### src/rtl/txd_pkg.sv
package txd_pkg;

    localparam int WORD_W   = 32;
    localparam int BYTE_W   = 8;
    localparam int LANES    = WORD_W / BYTE_W;
    localparam int LANE_W   = $clog2(LANES);

    // bit positions software and hardware agree on
    localparam int OWN_BIT  = 31;
    localparam int IEN_BIT  = 2;
    localparam int DONE_BIT = 19;
    localparam int IRQ_BIT  = 16;

    typedef enum logic [3:0] {
        S_IDLE,
        S_FLG_RQ, S_FLG_WT,
        S_BUF_RQ, S_BUF_WT,
        S_LEN_RQ, S_LEN_WT,
        S_NXT_RQ, S_NXT_WT,
        S_STREAM,
        S_DAT_RQ, S_DAT_WT,
        S_WB_STAT, S_WB_FLG
    } txd_state_e;

endpackage

### src/rtl/txd_stream.sv
module txd_stream
    import txd_pkg::*;
#(
    parameter int LEN_W = 16
) (
    input  logic                 clk,
    input  logic                 rst_n,
    input  logic                 init,
    input  logic [LEN_W-1:0]     init_len,
    input  logic [LANE_W-1:0]    init_lane,
    input  logic                 load,
    input  logic [WORD_W-1:0]    load_word,
    input  logic                 tx_ready,
    output logic [BYTE_W-1:0]    tx_data,
    output logic                 tx_valid,
    output logic                 tx_last,
    output logic                 need_word,
    output logic                 empty
);

    localparam logic [LEN_W-1:0]  ONE_B    = LEN_W'(1);
    localparam logic [LANE_W-1:0] LAST_LN  = LANE_W'(LANES - 1);

    logic [LEN_W-1:0]  rem_q;
    logic [LANE_W-1:0] lane_q;
    logic [WORD_W-1:0] word_q;
    logic              have_q;
    logic              fire;

    assign fire = have_q & tx_ready;

    always_ff @(posedge clk or negedge rst_n) begin
        if (!rst_n) begin
            rem_q  <= '0;
            lane_q <= '0;
            word_q <= '0;
            have_q <= 1'b0;
        end else if (init) begin
            rem_q  <= init_len;
            lane_q <= init_lane;
            have_q <= 1'b0;
        end else begin
            if (load) begin
                word_q <= load_word;
                have_q <= 1'b1;
            end
            if (fire) begin
                rem_q  <= rem_q - ONE_B;
                lane_q <= lane_q + 1'b1;
                if (lane_q == LAST_LN || rem_q == ONE_B)
                    have_q <= 1'b0;
            end
        end
    end

    assign tx_data   = word_q[BYTE_W*lane_q +: BYTE_W];
    assign tx_valid  = have_q;
    assign tx_last   = have_q && (rem_q == ONE_B);
    assign need_word = !have_q && (rem_q != '0);
    assign empty     = (rem_q == '0);

endmodule

### src/rtl/txd_ctrl.sv
module txd_ctrl
    import txd_pkg::*;
#(
    parameter int ADDR_W = 32,
    parameter int LEN_W  = 16
) (
    input  logic                 clk,
    input  logic                 rst_n,
    input  logic                 tx_on,
    input  logic                 poll,
    input  logic [ADDR_W-1:0]    list_base,
    output logic                 mem_req,
    output logic                 mem_we,
    output logic [ADDR_W-1:0]    mem_addr,
    output logic [WORD_W-1:0]    mem_wdata,
    input  logic                 mem_gnt,
    input  logic                 mem_rvalid,
    input  logic [WORD_W-1:0]    mem_rdata,
    output logic                 st_init,
    output logic [LEN_W-1:0]     st_len,
    output logic [LANE_W-1:0]    st_lane,
    output logic                 st_load,
    input  logic                 st_need,
    input  logic                 st_empty,
    output logic [ADDR_W-1:0]    cur_desc,
    output logic [ADDR_W-1:0]    cur_buf,
    output logic                 ev_done,
    output logic                 ev_unavail
);

    localparam logic [ADDR_W-1:0] OFS_BUF = ADDR_W'(4);
    localparam logic [ADDR_W-1:0] OFS_LEN = ADDR_W'(8);
    localparam logic [ADDR_W-1:0] OFS_NXT = ADDR_W'(12);
    localparam logic [ADDR_W-1:0] STEP    = ADDR_W'(LANES);

    txd_state_e state_q, state_d;

    logic [ADDR_W-1:0] desc_q, buf_q, nxt_q, dptr_q;
    logic [WORD_W-1:0] flg_q;
    logic [LEN_W-1:0]  len_q;
    logic              primed_q;
    logic              done_q, unav_q;
    logic              start;

    assign start = tx_on && poll;

    // state register
    always_ff @(posedge clk or negedge rst_n) begin
        if (!rst_n) state_q <= S_IDLE;
        else        state_q <= state_d;
    end

    // transitions
    always_comb begin
        state_d = state_q;
        unique case (state_q)
            S_IDLE:    if (start)      state_d = S_FLG_RQ;
            S_FLG_RQ:  if (mem_gnt)    state_d = S_FLG_WT;
            S_FLG_WT:  if (mem_rvalid) state_d = mem_rdata[OWN_BIT] ? S_BUF_RQ : S_IDLE;
            S_BUF_RQ:  if (mem_gnt)    state_d = S_BUF_WT;
            S_BUF_WT:  if (mem_rvalid) state_d = S_LEN_RQ;
            S_LEN_RQ:  if (mem_gnt)    state_d = S_LEN_WT;
            S_LEN_WT:  if (mem_rvalid) state_d = S_NXT_RQ;
            S_NXT_RQ:  if (mem_gnt)    state_d = S_NXT_WT;
            S_NXT_WT:  if (mem_rvalid) state_d = S_STREAM;
            S_STREAM: begin
                if (st_empty)          state_d = S_WB_STAT;
                else if (st_need)      state_d = S_DAT_RQ;
            end
            S_DAT_RQ:  if (mem_gnt)    state_d = S_DAT_WT;
            S_DAT_WT:  if (mem_rvalid) state_d = S_STREAM;
            S_WB_STAT: if (mem_gnt)    state_d = S_WB_FLG;
            S_WB_FLG:  if (mem_gnt)    state_d = S_FLG_RQ;
            default:                   state_d = S_IDLE;
        endcase
    end

    // outputs
    always_comb begin
        mem_req   = 1'b0;
        mem_we    = 1'b0;
        mem_addr  = desc_q;
        mem_wdata = '0;
        unique case (state_q)
            S_FLG_RQ:  mem_req = 1'b1;
            S_BUF_RQ: begin mem_req = 1'b1; mem_addr = desc_q + OFS_BUF; end
            S_LEN_RQ: begin mem_req = 1'b1; mem_addr = desc_q + OFS_LEN; end
            S_NXT_RQ: begin mem_req = 1'b1; mem_addr = desc_q + OFS_NXT; end
            S_DAT_RQ: begin mem_req = 1'b1; mem_addr = dptr_q; end
            S_WB_STAT: begin
                mem_req  = 1'b1;
                mem_we   = 1'b1;
                mem_addr = desc_q + OFS_LEN;
                mem_wdata[LEN_W-1:0] = len_q;
                mem_wdata[DONE_BIT]  = 1'b1;
                mem_wdata[IRQ_BIT]   = flg_q[IEN_BIT];
            end
            S_WB_FLG: begin
                mem_req   = 1'b1;
                mem_we    = 1'b1;
                mem_wdata = flg_q;
                mem_wdata[OWN_BIT] = 1'b0;
            end
            default: ;
        endcase
        st_init = (state_q == S_NXT_WT) && mem_rvalid;
        st_load = (state_q == S_DAT_WT) && mem_rvalid;
    end

    // descriptor registers
    always_ff @(posedge clk or negedge rst_n) begin
        if (!rst_n) begin
            desc_q   <= '0;
            buf_q    <= '0;
            nxt_q    <= '0;
            dptr_q   <= '0;
            flg_q    <= '0;
            len_q    <= '0;
            primed_q <= 1'b0;
            done_q   <= 1'b0;
            unav_q   <= 1'b0;
        end else begin
            done_q <= 1'b0;
            unav_q <= 1'b0;
            if (state_q == S_IDLE) begin
                if (start) begin
                    if (!primed_q) desc_q <= list_base;
                    primed_q <= 1'b1;
                end else if (!tx_on) begin
                    primed_q <= 1'b0;
                end
            end
            if (mem_rvalid) begin
                unique case (state_q)
                    S_FLG_WT: begin
                        flg_q  <= mem_rdata;
                        unav_q <= !mem_rdata[OWN_BIT];
                    end
                    S_BUF_WT: begin
                        buf_q  <= mem_rdata;
                        dptr_q <= {mem_rdata[ADDR_W-1:LANE_W], {LANE_W{1'b0}}};
                    end
                    S_LEN_WT: len_q  <= mem_rdata[LEN_W-1:0];
                    S_NXT_WT: nxt_q  <= mem_rdata;
                    S_DAT_WT: dptr_q <= dptr_q + STEP;
                    default: ;
                endcase
            end
            if (state_q == S_WB_FLG && mem_gnt) begin
                desc_q <= nxt_q;
                done_q <= 1'b1;
            end
        end
    end

    assign st_len     = len_q;
    assign st_lane    = buf_q[LANE_W-1:0];
    assign cur_desc   = desc_q;
    assign cur_buf    = buf_q;
    assign ev_done    = done_q;
    assign ev_unavail = unav_q;

endmodule

### src/rtl/txdesc_dma.sv
module txdesc_dma
    import txd_pkg::*;
#(
    parameter int ADDR_W = 32,
    parameter int LEN_W  = 16
) (
    input  logic              clk,
    input  logic              rst_n,
    input  logic              tx_on,
    input  logic              poll,
    input  logic [ADDR_W-1:0] list_base,
    output logic              mem_req,
    output logic              mem_we,
    output logic [ADDR_W-1:0] mem_addr,
    output logic [31:0]       mem_wdata,
    input  logic              mem_gnt,
    input  logic              mem_rvalid,
    input  logic [31:0]       mem_rdata,
    output logic [7:0]        tx_data,
    output logic              tx_valid,
    output logic              tx_last,
    input  logic              tx_ready,
    output logic [ADDR_W-1:0] cur_desc,
    output logic [ADDR_W-1:0] cur_buf,
    output logic              ev_complete,
    output logic              ev_summary,
    output logic              ev_unavail
);

    logic              st_init, st_load, st_need, st_empty, ev_done;
    logic [LEN_W-1:0]  st_len;
    logic [LANE_W-1:0] st_lane;

    txd_ctrl #(.ADDR_W(ADDR_W), .LEN_W(LEN_W)) u_ctrl (
        .clk        (clk),
        .rst_n      (rst_n),
        .tx_on      (tx_on),
        .poll       (poll),
        .list_base  (list_base),
        .mem_req    (mem_req),
        .mem_we     (mem_we),
        .mem_addr   (mem_addr),
        .mem_wdata  (mem_wdata),
        .mem_gnt    (mem_gnt),
        .mem_rvalid (mem_rvalid),
        .mem_rdata  (mem_rdata),
        .st_init    (st_init),
        .st_len     (st_len),
        .st_lane    (st_lane),
        .st_load    (st_load),
        .st_need    (st_need),
        .st_empty   (st_empty),
        .cur_desc   (cur_desc),
        .cur_buf    (cur_buf),
        .ev_done    (ev_done),
        .ev_unavail (ev_unavail)
    );

    txd_stream #(.LEN_W(LEN_W)) u_stream (
        .clk       (clk),
        .rst_n     (rst_n),
        .init      (st_init),
        .init_len  (st_len),
        .init_lane (st_lane),
        .load      (st_load),
        .load_word (mem_rdata),
        .tx_ready  (tx_ready),
        .tx_data   (tx_data),
        .tx_valid  (tx_valid),
        .tx_last   (tx_last),
        .need_word (st_need),
        .empty     (st_empty)
    );

    assign ev_complete = ev_done;
    assign ev_summary  = ev_done;

endmodule

### config.mk
export PLATFORM = sky130hd
export DESIGN_NAME = txdesc_dma
export DESIGN_NICKNAME = d
export VERILOG_FILES = /design/src/rtl/txd_pkg.sv /design/src/rtl/txd_stream.sv /design/src/rtl/txd_ctrl.sv /design/src/rtl/txdesc_dma.sv
export SDC_FILE = /design/constraint.sdc
export NUM_CORES = 1
export LEC_CHECK = 0
export ABC_CLOCK_PERIOD_IN_PS = 7230
export CAP_MARGIN = 25
export CELL_PAD_IN_SITES_DETAIL_PLACEMENT = 1
export CELL_PAD_IN_SITES_GLOBAL_PLACEMENT = 2
export CORE_ASPECT_RATIO = 1.5
export CORE_MARGIN = 4
export CORE_UTILIZATION = 36
export DETAILED_ROUTE_END_ITERATION = 10
export GPL_ROUTABILITY_DRIVEN = 0
export PLACE_DENSITY = 0.9
export SETUP_SLACK_MARGIN = 0.5
export SLEW_MARGIN = 40
export SYNTH_ARGS = -nofsm -noshare
export SYNTH_HDL_FRONTEND = slang
export SYNTH_SLANG_ARGS = --single-unit
export TNS_END_PERCENT = 50
### constraint.sdc
create_clock -name clk -period 7.23 [get_ports clk]
set_input_delay 1.8075 -clock clk [delete_from_list [all_inputs] [get_ports clk]]
set_output_delay 1.8075 -clock clk [all_outputs]
set_load 0.05 [all_outputs]
==> qor.yml <==
cts_buffers: 26
start_util_pct: 36.73
drtPass1Iterations: 5
timing.rr.start: "u_ctrl.state_q[3]$_DFFE_PN0P_"
core_area_sq_um: 34480
final_nets: 1545
status: "complete, no violations"
cp.required_ns: 5.42
die_x_um: 161.1
dieArea_sq_um: 38300
worstSkewPairLatency_ns: 0.55
syn_nets: 1389
die_h_um: 237.7
hold_end: "u_ctrl.cur_buf[29]$_DFFE_PN0P_"
hold_viol_final: 0
clock_skew_ns: 0.01173
antenna_found_initial: 0
cp_slowest_cell: "clkdlybuf4s50_1"
viasPerCell: 5.663
p_per_area_nw_per_um2: 487.3
final_layout_size_suffix_gt1_share_pct: 14.67
finalSetupViolCount: 0
synth_edf_count: 0
cts.sinks: 231
r2r-end: "u_ctrl.dptr_q[29]$_DFFE_PN0P_"
avgSynthCellArea_sq_um: 9.652
vdd_drop_max_mv: 0.2469
drt-wirelength-per-cell_um: 23.02
rsz0062_at_grt: "no"
drv_cap: 0
fillCellCount: 3902
syn-instance-count: 1312
yosys_warnings: 0
min_period_ns: 6.173
grt_max_degree: 148
worst_slew_pin_slew_ns: 0.8115
vias: 11070
io_buffers: 212
dp_cells: 1906
slew_headroom_pct: 45.90
ys_ff_latch: 231
drc_errors: 0
ant_nets: 0
grt_pass1_wl_um: 69750
syn-cell-area_sq_um: 12660
finalSetupTns_ns: 0
cp_max_fo: 28
grt_pass1_vias: 11630
final_cells: 1955
slew_violations: 0
post_cts_buffers: 0
ios: 214
crit_path_end_kind: "output port"
synth.distinct_cells: 82
clock.fmax_ghz: 0.1620
holdCritStartpoint: "u_ctrl.cur_buf[29]$_DFFE_PN0P_"
synthArstFlopShare_pct: 100.0
path_class: "reg2out"
clockRootBuffer: "clkbuf_16"
holdCritPathClass: "reg2reg"
arrival_ns: 4.37
final_util_pct: 46.43
post_cts_resized: 0
track_usage_pct: 23.03
tritoncts: "done"
gr-total-overflow: 0
num_rows: 83
r2r_setup_slack_ns: 4.36
syn_to_final_growth_pct: 26.42
htreeDepth: 1
wl_um: 45000
worst_r2r_path_depth: 7
path_cells: "and4b_1, xor2_1, ha_1, a21oi_2, nor2_1, nand4_1, xnor2_1, o221ai_1, clkdlybuf4s50_1"
synth_ff_type: "dfrtp_1"
post-route-period-util_pct: 85.38
slowest_delay_ns: 0.88
drtIter0Drc: 633
start_kind: "register"
hold-path-cell-count: 2
cts_buffer_depth: 3
cts_hold_buf: 0
synth_seq_area_share_pct: 45.65
p_leak_nw: 6.542
path_clk_slew_ns: 0.06
dp_hpwl_um: 31860
-- worst max-delay path by stage --
stage,to,slack [ns],start
final,mem_addr[26],1.06,u_ctrl.state_q[3]$_DFFE_PN0P_
after global routing,mem_addr[28],0.86,u_ctrl.state_q[3]$_DFFE_PN0P_
after detailed placement,mem_addr[28],1.65,u_ctrl.state_q[3]$_DFFE_PN0P_
after global placement,mem_addr[26],1.86,u_ctrl.state_q[3]$_DFFE_PN0P_
after floorplan,mem_addr[12],1.95,u_ctrl.cur_desc[3]$_DFFE_PN0P_
after CTS,mem_addr[28],1.05,u_ctrl.state_q[3]$_DFFE_PN0P_
-- layout by cell type, fill, tap and decap left out, types with 6 or more instances in the layout --
master           count
nor4_1              11
buf_4               19
clkdlybuf4s50_1    211
nor2_1              81
o21ai_0             69
a221oi_1             7
and2_1              21
or3_1                8
nor2b_1              6
a22oi_1              8
mux4_2               8
nand2_1            208
o21ai_1             14
dfrtp_1            231
nand3_1             31
mux2_2             112
xor2_1              10
a22o_1              19
inv_1               11
nor3_1              28
mux2i_1             35
o22ai_1             11
a21oi_1             79
xnor2_1             33
and3_1              10
clkbuf_16           27
nor3_2               8
nand4_1             24
ha_1                 6
a31oi_1             16
clkinv_2             6
-- power breakdown --
| part | leakage [nW] | switching (mW) | total (mW) | internal, mW |
|---|---|---|---|---|
| logic | 3.24 | 2.37 | 3.79 | 1.42 |
| registers | 2.87 | 0.777 | 2.66 | 1.88 |
| clock network | 0.432 | 0.557 | 1.36 | 0.802 |
| total | 6.54 | 3.70 | 7.80 | 4.10 |
-- cell usage after synthesis, types with 10 or more instances --
cell type / count / area share, %
a21oi_1: 79 / 3.1
a22o_1: 19 / 1.3
a31oi_1: 16 / 0.79
and2_1: 21 / 1.0
and3_1: 11 / 0.54
buf_1: 13 / 0.39
buf_2: 39 / 1.5
clkbuf_1: 47 / 1.4
dfrtp_1: 231 / 46
inv_1: 11 / 0.33
mux2_2: 112 / 10
mux2i_1: 35 / 2.8
nand2_1: 208 / 6.2
nand3_1: 32 / 1.3
nand4_1: 24 / 1.2
nor2_1: 83 / 2.5
nor3_1: 30 / 1.2
nor4_1: 11 / 0.54
o21ai_0: 69 / 2.7
o21ai_1: 14 / 0.55
o22ai_1: 11 / 0.54
xnor2_1: 33 / 2.3
xor2_1: 10 / 0.69
-- critical path: cells and delay by family (launching register included) --
family,cells,cell delay (ns)
fa+ha+maj,1,0.27
buf+inv,1,0.88
compound gates,2,0.46
flops,1,0.68
simple gates,3,1.12
xor+xnor,2,0.40
-- kinds of logic after synthesis --
group / after synthesis / synth area share (%)
AND/OR/NAND/NOR: 474 / 18.11
AO/OA/AOI/OAI: 283 / 14.33
flip-flops: 231 / 45.65
multiplexers: 155 / 14.15
buffers and inverters: 117 / 4.011
XOR/XNOR: 43 / 2.974
adder cells (fa/ha/maj): 8 / 0.7509
other: 1 / 0.02961
-- registers in the layout (all words and copies together) (netlist names), 2 cells and up --
signal           flops
u_ctrl.cur_buf      32
u_ctrl.cur_desc     32
u_ctrl.nxt_q        32
u_stream.word_q     32
u_ctrl.flg_q        31
u_ctrl.dptr_q       30
u_ctrl.st_len       16
u_stream.rem_q      16
u_ctrl.state_q       4
u_stream.lane_q      2
-- routing by layer --
layer,share of wire (%),GRT usage (%)
met3,5.1,4.076
met1,40,28.13
met4,2.8,7.139
met2,52,41.36
met5,0,0
-- through the flow --
step                      total power, mW  area [sq um]  worst slack (ns)  hold WS [ns]
after floorplan                     5.054         12660             1.951        0.4705
after global placement              6.323         15100             1.855        0.4613
after detailed placement            6.448         15100             1.650        0.4709
after CTS                           7.845         15980             1.050        0.4870
after global routing                8.234         16000            0.8583        0.5099
final                               7.801         16010             1.057        0.4809
-- area by class of cell --
cell class	count	area [sq um]	area share (%)
clock inverters	11	115.1	0.7190
diodes	2	5.005	0.03126
well taps	467	584.3	3.650
flip-flops and latches	231	5781	36.11
repair buffers	233	2317	14.47
multi-input cells	964	6406	40.02
clock buffers	35	755.7	4.721
inverters	12	45.04	0.2814
(Power assumes the default switching activity.)
